[src/rtl/extint_pkg.sv]
package extint_pkg;

    localparam int unsigned LINES       = 19;
    localparam int unsigned PIN_LINES   = 16;
    localparam int unsigned INT_LINES   = LINES - PIN_LINES;
    localparam int unsigned SEL_W       = 4;
    localparam int unsigned SEL_PER_REG = 4;
    localparam int unsigned SEL_REGS    = PIN_LINES / SEL_PER_REG;
    localparam int unsigned DATA_W      = 32;
    localparam int unsigned ADDR_W      = 4;

    typedef logic [LINES-1:0] line_vec_t;

    typedef enum logic [ADDR_W-1:0] {
        REG_IMASK = 4'd0,
        REG_EMASK = 4'd1,
        REG_RISE  = 4'd2,
        REG_FALL  = 4'd3,
        REG_SWT   = 4'd4,
        REG_PEND  = 4'd5,
        REG_SEL0  = 4'd6
    } reg_addr_e;

    typedef struct packed {
        line_vec_t imask;
        line_vec_t emask;
        line_vec_t rise;
        line_vec_t fall;
    } line_cfg_t;

    function automatic line_vec_t bus_lines(input logic [DATA_W-1:0] d);
        return d[LINES-1:0];
    endfunction

    function automatic logic [DATA_W-1:0] lines_to_bus(input line_vec_t v);
        return {{(DATA_W-LINES){1'b0}}, v};
    endfunction

endpackage

[src/rtl/extint_port_mux.sv]
module extint_port_mux
    import extint_pkg::*;
#(
    parameter int unsigned NUM_PORTS = 7
) (
    input  logic [NUM_PORTS*PIN_LINES-1:0] pins,
    input  logic [PIN_LINES*SEL_W-1:0]     sel_flat,
    output logic [PIN_LINES-1:0]           line_in
);

    for (genvar n = 0; n < PIN_LINES; n++) begin : g_line
        always_comb begin
            line_in[n] = 1'b0;
            for (int p = 0; p < NUM_PORTS; p++) begin
                if (sel_flat[n*SEL_W +: SEL_W] == SEL_W'(p)) begin
                    line_in[n] = pins[p*PIN_LINES + n];
                end
            end
        end
    end

endmodule

[src/rtl/extint_edge.sv]
module extint_edge
    import extint_pkg::*;
#(
    parameter int unsigned WIDTH = LINES
) (
    input  logic             clk,
    input  logic             rst,
    input  logic [WIDTH-1:0] async_in,
    input  logic [WIDTH-1:0] rise_en,
    input  logic [WIDTH-1:0] fall_en,
    output logic [WIDTH-1:0] hit
);

    logic [WIDTH-1:0] meta_q, sync_q, prev_q;

    always_ff @(posedge clk) begin
        if (rst) begin
            meta_q <= '0;
            sync_q <= '0;
            prev_q <= '0;
        end else begin
            meta_q <= async_in;
            sync_q <= meta_q;
            prev_q <= sync_q;
        end
    end

    assign hit = (sync_q & ~prev_q & rise_en) | (~sync_q & prev_q & fall_en);

endmodule

[src/rtl/extint_ctrl.sv]
module extint_ctrl
    import extint_pkg::*;
#(
    parameter int unsigned NUM_PORTS = 7
) (
    input  logic                           clk,
    input  logic                           rst,
    input  logic [NUM_PORTS*PIN_LINES-1:0] gpio_pins,
    input  logic [INT_LINES-1:0]           int_req,
    input  logic [ADDR_W-1:0]              reg_addr,
    input  logic                           reg_we,
    input  logic [DATA_W-1:0]              reg_wdata,
    output logic [DATA_W-1:0]              reg_rdata,
    output logic [LINES-1:0]               irq_o,
    output logic [LINES-1:0]               evt_o
);

    localparam int unsigned SEL_BITS = SEL_W * SEL_PER_REG;

    line_cfg_t  cfg;
    line_vec_t  swt, pend, evt_q;
    line_vec_t  hit, sw_set, clr_vec, pend_n;
    logic [SEL_W-1:0]           psel [PIN_LINES];
    logic [PIN_LINES*SEL_W-1:0] psel_flat;
    logic [PIN_LINES-1:0]       pin_line;
    line_vec_t                  raw_in;
    logic                       unused_wdata_hi;

    assign unused_wdata_hi = ^reg_wdata[DATA_W-1:LINES];

    for (genvar n = 0; n < PIN_LINES; n++) begin : g_flat
        assign psel_flat[n*SEL_W +: SEL_W] = psel[n];
    end

    extint_port_mux #(.NUM_PORTS(NUM_PORTS)) i_mux (
        .pins     (gpio_pins),
        .sel_flat (psel_flat),
        .line_in  (pin_line)
    );

    assign raw_in = {int_req, pin_line};

    extint_edge #(.WIDTH(LINES)) i_edge (
        .clk      (clk),
        .rst      (rst),
        .async_in (raw_in),
        .rise_en  (cfg.rise),
        .fall_en  (cfg.fall),
        .hit      (hit)
    );

    assign sw_set  = (reg_we && reg_addr == REG_SWT)  ? bus_lines(reg_wdata) : '0;
    assign clr_vec = (reg_we && reg_addr == REG_PEND) ? bus_lines(reg_wdata) : '0;
    assign pend_n  = (pend & ~clr_vec) | hit | sw_set;

    always_ff @(posedge clk) begin
        if (rst) begin
            cfg   <= '0;
            swt   <= '0;
            pend  <= '0;
            evt_q <= '0;
            for (int n = 0; n < PIN_LINES; n++) psel[n] <= '0;
        end else begin
            pend  <= pend_n;
            swt   <= (swt | sw_set) & pend_n;
            evt_q <= (hit | sw_set) & cfg.emask;
            if (reg_we) begin
                case (reg_addr)
                    REG_IMASK: cfg.imask <= bus_lines(reg_wdata);
                    REG_EMASK: cfg.emask <= bus_lines(reg_wdata);
                    REG_RISE:  cfg.rise  <= bus_lines(reg_wdata);
                    REG_FALL:  cfg.fall  <= bus_lines(reg_wdata);
                    default: ;
                endcase
                for (int k = 0; k < SEL_REGS; k++) begin
                    if (reg_addr == ADDR_W'(REG_SEL0) + ADDR_W'(k)) begin
                        for (int j = 0; j < SEL_PER_REG; j++) begin
                            psel[k*SEL_PER_REG + j] <= reg_wdata[j*SEL_W +: SEL_W];
                        end
                    end
                end
            end
        end
    end

    always_comb begin
        reg_rdata = '0;
        case (reg_addr)
            REG_IMASK: reg_rdata = lines_to_bus(cfg.imask);
            REG_EMASK: reg_rdata = lines_to_bus(cfg.emask);
            REG_RISE:  reg_rdata = lines_to_bus(cfg.rise);
            REG_FALL:  reg_rdata = lines_to_bus(cfg.fall);
            REG_SWT:   reg_rdata = lines_to_bus(swt);
            REG_PEND:  reg_rdata = lines_to_bus(pend);
            default: ;
        endcase
        for (int k = 0; k < SEL_REGS; k++) begin
            if (reg_addr == ADDR_W'(REG_SEL0) + ADDR_W'(k)) begin
                for (int j = 0; j < SEL_PER_REG; j++) begin
                    reg_rdata[j*SEL_W +: SEL_W] = psel[k*SEL_PER_REG + j];
                end
            end
        end
        reg_rdata[DATA_W-1:SEL_BITS] = (reg_addr < ADDR_W'(REG_SEL0)) ?
                                       reg_rdata[DATA_W-1:SEL_BITS] : '0;
    end

    assign irq_o = pend & cfg.imask;
    assign evt_o = evt_q;

    AST_PEND_SOURCE: assert property (@(posedge clk) disable iff (rst)
        ((pend & ~$past(pend) & ~$past(hit | sw_set)) == '0));
    AST_PEND_HOLD: assert property (@(posedge clk) disable iff (rst)
        ((~pend & $past(pend & ~clr_vec)) == '0));
    AST_CLEAR_LOSES_TO_EDGE: assert property (@(posedge clk) disable iff (rst)
        ((~pend & $past(hit & clr_vec)) == '0));
    AST_EVT_NEEDS_MASK: assert property (@(posedge clk) disable iff (rst)
        ((evt_o & ~$past(cfg.emask)) == '0));
    AST_SWT_INSIDE_PEND: assert property (@(posedge clk) disable iff (rst)
        ((swt & ~pend) == '0));

endmodule

[config.mk]
export PLATFORM = sky130hd
export DESIGN_NAME = extint_ctrl
export DESIGN_NICKNAME = d
export VERILOG_FILES = /design/src/rtl/extint_pkg.sv /design/src/rtl/extint_port_mux.sv /design/src/rtl/extint_edge.sv /design/src/rtl/extint_ctrl.sv
export SDC_FILE = /design/constraint.sdc
export NUM_CORES = 1
export LEC_CHECK = 0
export ABC_AREA = 1
export ABC_CLOCK_PERIOD_IN_PS = 6310
export BUFFER_PORTS_ARGS = -buffer_cell sky130_fd_sc_hd__buf_2
export CAP_MARGIN = 20
export CORE_ASPECT_RATIO = 1.2
export CORE_UTILIZATION = 30
export DETAILED_ROUTE_END_ITERATION = 16
export PLACE_DENSITY = 0.5
export RECOVER_POWER = 50
export SLEW_MARGIN = 30
export SYNTH_ARGS = -nofsm -noshare
export SYNTH_HDL_FRONTEND = slang
export SYNTH_SLANG_ARGS = --single-unit
[constraint.sdc]
create_clock -name clk -period 6.31 [get_ports clk]
set_input_delay 1.262 -clock clk [delete_from_list [all_inputs] [get_ports clk]]
set_output_delay 1.262 -clock clk [all_outputs]
set_load 0.05 [all_outputs]
==> flow_summary.toml, run 1 <==
[worst_setup_path]
crit_chain = "clkbuf_1 > nand2_1 > nor2_2 > buf_4 > nand2_1 > nand2_1 > clkinv_1 > nand3_1 > nand2_1 > nand3_1 > buf_2"
crit_path_end_kind = "output pin"
cp_num_buf_inv = 4
critPathKind = "in -> out"
path_common_cell = "nand2_1"
cp_data_arrival_time_ns = 4.11
crit_slowest_cell = "clkbuf_1"
worst_ep_required_time_ns = 5.05
max_stage_delay_ns = 0.80
worst_setup_path_start_kind = "input pin"
crit_family = "buffers and inverters"
critPathMaxFanout = 22

[sta]
hold_slack_ns = 0.405
relSlewSlack_pct = -70.3
tightest_slew_ns = 2.55
fin_tns_setup_ns = 0
slew_viol_final = 143
setup_viol = 0
max_freq_mhz = 186
rsz0062_at_grt = "false"
final.setup_skew_ns = 0.00800
fin_ws_ns = 0.938
hold_viol = 0
timing.final.crit_share_pct = 85.1
fin_crit_ns = 5.37

[global_route]
globalRoute.totalOverflow = 0
antenna_found_initial = 4
grt_max_degree = 66
grt_pass1_vias = 10300
grt_pass1_wl_mm = 58.8
grt_usage_pct = 19.1

[clocking]
ctsRootBufferMaster = "clkbuf_16"
cts_resized = 0
cts_setup_buffers = 0
cts-hold-fix-buffers = 0
path_clk_slew_ns = 0.06
cts_made_buffers = 28
clock_sinks = 254
htree_levels = 1
cts_tree = "done"
clock_path_buffers = 3
clock_latency_ns = 0.56

[detailed_routing]
vias_per_cell = 4.71
final_antenna_net_count = 0
drtIter0Drc = 611
num_vias = 11100
routedWlPerCell_um = 16.4
dr.pass1.iters = 6
drc_errors = 0
drt-total-wl_mm = 38.8

[logic_synthesis]
synth.top_cell.area_share_pct = 32.2
netlist_area_um2 = 11800
yosysUniqueCellTypes = 29
seq_area_frac_synth_pct = 48.4
yosys_warnings = 0
ys.flop_type = "dfxtp_1"
synthArstFlopShare_pct = 0
syn_inst = 1642
yosys.area.top_type = "dfxtp_1"
syn_avg_cell_area_um2 = 7.20
ys_ff_latch = 254
synth_edf_count = 64
synth_area_leaders = "dfxtp_1 (32%), edfxtp_1 (16%), nand2_1 (10%)"

[placed_design]
pre_cts_ws_ns = 1.41
gp_congestion = 0.806
hpwl_mm = 26.9
portBuffers = 197

[finish]
final_nets = 1967
multi_input_area_um2 = 4890
final_util_pct = 36.2
drive_gt1_share_pct = 13.6
final_common_cell = "nand2_1"
fillerInstances = 4174
seq_area_um2 = 5730
syn2layout_area_growth_pct = 19.0
final_cell_mix = "nand2_1 (322), nor2_1 (265), inv_1 (210)"

[power]
netSwitchingPower_w = 0.000984
p_sw_share_pct = 26.0
leakage_nw = 6.21
finalPower_w = 0.00378
cellInternalPower_w = 0.00280
powerDensity_nw_per_um2 = 269
pwr-share-seq_pct = 46.8
irDropWorstVdd_v = 0.000170
clkPwrFrac_pct = 43.9
p_comb_share_pct = 9.3

[die]
std_cell_rows = 79
ios = 224
coreArea_um2 = 38800
start_util_pct = 30.4
die-area_um2 = 40200
dieWidth_um = 183
fp.dieH_um = 220

[status]
status = "finished with violations"
violations = "max-capacitance violations, max-slew violations"

[min_path]
holdCritPathClass = "reg -> reg"

[job]
max-cap-violations = 4
path summary, 6_finish.rpt:
path / from / endpoint / slack [ns] / cells past startpoint
max: reg_addr[0] / reg_rdata[13] / 0.94 / 11
min: i_edge.meta_q[4]$_SDFF_PP0_ / i_edge.sync_q[4]$_SDFF_PP0_ / 0.40 / 2
max reg2reg: psel[0][4]$_SDFFCE_PN0P_ / i_edge.meta_q[1]$_SDFF_PP0_ / 4.81 / 5
min reg2reg: i_edge.meta_q[4]$_SDFF_PP0_ / i_edge.sync_q[4]$_SDFF_PP0_ / 0.40 / 2
logic make-up after synthesis:
kind of cell	count (synthesis)	synth area share, %
compound gates	278	12.4
other cells	1	0.0317
simple gates	805	28.6
buf+inv	304	10.6
flops	254	48.4
worst reg2reg max path, stage by stage (launching register included):
cell,delay (ns)
edfxtp_1,0.49
inv_1,0.15
nor2_1,0.05
o31ai_1,0.39
o21ai_0,0.15
nor2_1,0.19
synthesized netlist by cell type (4+ instances only):
library cell,count
nor2_1,266
dfxtp_1,190
buf_2,24
nand3_1,169
o22ai_1,19
clkbuf_1,35
o211ai_1,7
o21ai_0,112
inv_1,210
a21oi_1,114
edfxtp_1,64
nor2_4,4
nor3_1,19
inv_2,9
or2_2,16
buf_4,19
o21ai_1,14
nand2_1,322
o31ai_1,12
power groups by stage:
stage	clock (W)	combinational, W	sequential [W]
finish	0.00166	0.000352	0.00177
global route	0.00175	0.000388	0.00178
CTS	0.00170	0.000356	0.00177
detailed placement	0	0.000355	0.00180
global placement	0	0.000351	0.00180
floorplan	0	0.000221	0.00179
per-stage QoR:
stage | cell area [µm²] | std cells
6_report | 14100 | 2363
2_1_floorplan | 11900 | 1654
4_1_cts | 14200 | 2361
3_3_place_gp | 13200 | 2309
5_1_grt | 14100 | 2361
3_5_place_dp | 13200 | 2309
final cells by class:
class	count	area share, %
inverters	222	5.92
well taps	526	4.68
diodes	2	0.0356
repair buffers	211	7.35
flip-flops and latches	254	40.7
clock inverters	14	0.880
clock buffers	38	5.68
multi-input cells	1096	34.8
sequential cells by signal, summed over array words and instances (netlist names):
register / count
psel: 64
i_edge.meta_q: 19
evt_o: 19
pend: 19
i_edge.sync_q: 19
cfg: 76
swt: 19
i_edge.prev_q: 19
per-layer routing:
metal	share of wire (%)	track usage [%]	wire length, µm
met1	45	25.3	17700
met2	46	32.3	18000
met3	5.7	2.68	2210
met4	2.4	5.61	916
met5	0.070	0	27
Note: power is estimated with default switching activity, not from simulation.
==> run 2, diff against run 1 <==
CTS_BUF_LIST = sky130_fd_sc_hd__clkbuf_4   (was default)
==> run 2 against run 1 <==
- the run still ends with max-capacitance violations, max-slew violations left
- core utilization down 0.071 points
- register-to-register slack better by 0.02 ns
- via count up 2.8%
- final cell count up 3.2%
- sequential power about the same
- critical path depth unchanged
- die area unchanged
- hold slack worse by 0.0082 ns
- critical path type unchanged
==> flow_summary.toml, run 2 (synthesis gave the netlist of run 1 again) <==
[status]
status = "finished with violations"
violations = "max-capacitance violations, max-slew violations"

[global_route]
globalRoute.totalOverflow = 0
grt_usage_pct = 19.5
grt_pass1_vias = 10700
grt_max_degree = 66
grt_pass1_wl_mm = 59.3
antenna_found_initial = 6

[clocking]
ctsRootBufferMaster = "clkbuf_4"
cts_resized = 0
cts_tree = "done"
clock_path_buffers = 3
cts_made_buffers = 69
htree_levels = 3
cts-hold-fix-buffers = 0
path_clk_slew_ns = 0.06
clock_sinks = 254
clock_latency_ns = 0.73
cts_setup_buffers = 0

[sta]
tightest_slew_ns = 3.11
slew_viol_final = 209
hold_viol = 0
setup_viol = 0
rsz0062_at_grt = "false"
fin_ws_ns = 0.885
hold_slack_ns = 0.397
timing.final.crit_share_pct = 86.0
relSlewSlack_pct = -107
fin_tns_setup_ns = 0
max_freq_mhz = 184
fin_crit_ns = 5.43
final.setup_skew_ns = 0.0334

[worst_setup_path]
path_common_cell = "nand2_1"
worst_ep_required_time_ns = 5.05
critPathMaxFanout = 22
critPathKind = "in -> out"
max_stage_delay_ns = 0.81
crit_slowest_cell = "nor2_2"
crit_path_end_kind = "output pin"
crit_chain = "clkbuf_1 > nand2_1 > nor2_2 > buf_4 > nand2_1 > nand2_1 > clkinv_1 > nand3_1 > nand2_1 > nand3_1 > buf_2"
crit_family = "simple AND/OR/NAND/NOR gates"
cp_data_arrival_time_ns = 4.16
worst_setup_path_start_kind = "input pin"
cp_num_buf_inv = 4

[die]
fp.dieH_um = 220
std_cell_rows = 79
die-area_um2 = 40200
dieWidth_um = 183
coreArea_um2 = 38800
ios = 224
start_util_pct = 30.4

[finish]
largest_reg_flops = 76
syn2layout_area_growth_pct = 18.7
final_common_cell = "nand2_1"
largest_registers = "cfg: 76 flops, psel: 64 flops"
fillerInstances = 4240
final_cell_mix = "nand2_1 (322), nor2_1 (265), inv_1 (210)"
regMostFlops = "cfg"
final_util_pct = 36.2
final_nets = 2008
drive_gt1_share_pct = 17.5

[power]
irDropWorstVdd_v = 0.0000959
leakage_nw = 6.35
powerDensity_nw_per_um2 = 257

[detailed_routing]
routedWlPerCell_um = 16.1
dr.pass1.iters = 5
drtIter0Drc = 624
final_antenna_net_count = 0
num_vias = 11500
drt-total-wl_mm = 39.3
vias_per_cell = 4.70
drc_errors = 0

[placed_design]
hpwl_mm = 26.9
gp_congestion = 0.806
portBuffers = 197
pre_cts_ws_ns = 1.41

[min_path]
holdCritPathClass = "reg -> reg"

[job]
max-cap-violations = 5
[run 2: changes by cell type in the layout (fill, tap and decap cells not counted), moves of 2 or more]
cell | before | now
buf_2 | 157 | 176
clkinv_2 | 8 | 1
clkbuf_8 | 4 | 0
bufinv_16 | 2 | 0
diode_2 | 2 | 6
clkbuf_1 | 50 | 27
clkbuf_16 | 29 | 0
clkbuf_4 | 0 | 108
clkinv_1 | 5 | 14
inv_2 | 9 | 11
[run 2: worst paths after layout]
check,from,end,slack (ns),depth (start not counted)
setup / recovery,reg_addr[0],reg_rdata[13],0.88,11
setup reg to reg,psel[0][4]$_SDFFCE_PN0P_,i_edge.meta_q[1]$_SDFF_PP0_,4.83,5
hold / removal,i_edge.meta_q[17]$_SDFF_PP0_,i_edge.sync_q[17]$_SDFF_PP0_,0.40,2
hold reg to reg,i_edge.meta_q[17]$_SDFF_PP0_,i_edge.sync_q[17]$_SDFF_PP0_,0.40,2
[run 2: stage by stage]
| step | std cells | total power (W) | area (µm²) |
|---|---|---|---|
| after floorplan | 1654 | 0.00201 | 11900 |
| after global placement | 2309 | 0.00215 | 13200 |
| after detailed placement | 2309 | 0.00216 | 13200 |
| after CTS | 2432 | 0.00366 | 14100 |
| after global routing | 2435 | 0.00378 | 14000 |
| final | 2438 | 0.00360 | 14000 |
[run 2: power by group]
group          internal (W)  total [W]  switching (W)
Clock              0.000776    0.00148       0.000707
Sequential          0.00173    0.00177      0.0000417
Combinational      0.000100   0.000352       0.000252
[run 2: layout make-up]
type / instances / area [µm²] / area share [%]
sequential: 254 / 5730 / 40.8
multi-input combinational: 1096 / 4880 / 34.8
timing repair buffer: 211 / 1050 / 7.51
inverter: 222 / 833 / 5.93
clock buffer: 108 / 811 / 5.77
tap: 526 / 658 / 4.69
clock inverter: 15 / 61.3 / 0.437
antenna: 6 / 15.0 / 0.107
[run 2: per-layer routing]
layer	track usage, %	share of wire, %	routed length, µm
met1	24.9	45	17600
met2	32.4	47	18300
met3	4.15	6.4	2500
met4	6.86	2.1	829
met5	0	0.069	27
[run 2: worst min-delay path, cell delays in order, from the launching register on]
cell     delay (ns)
dfxtp_1        0.30
inv_1          0.04
nor2_1         0.03
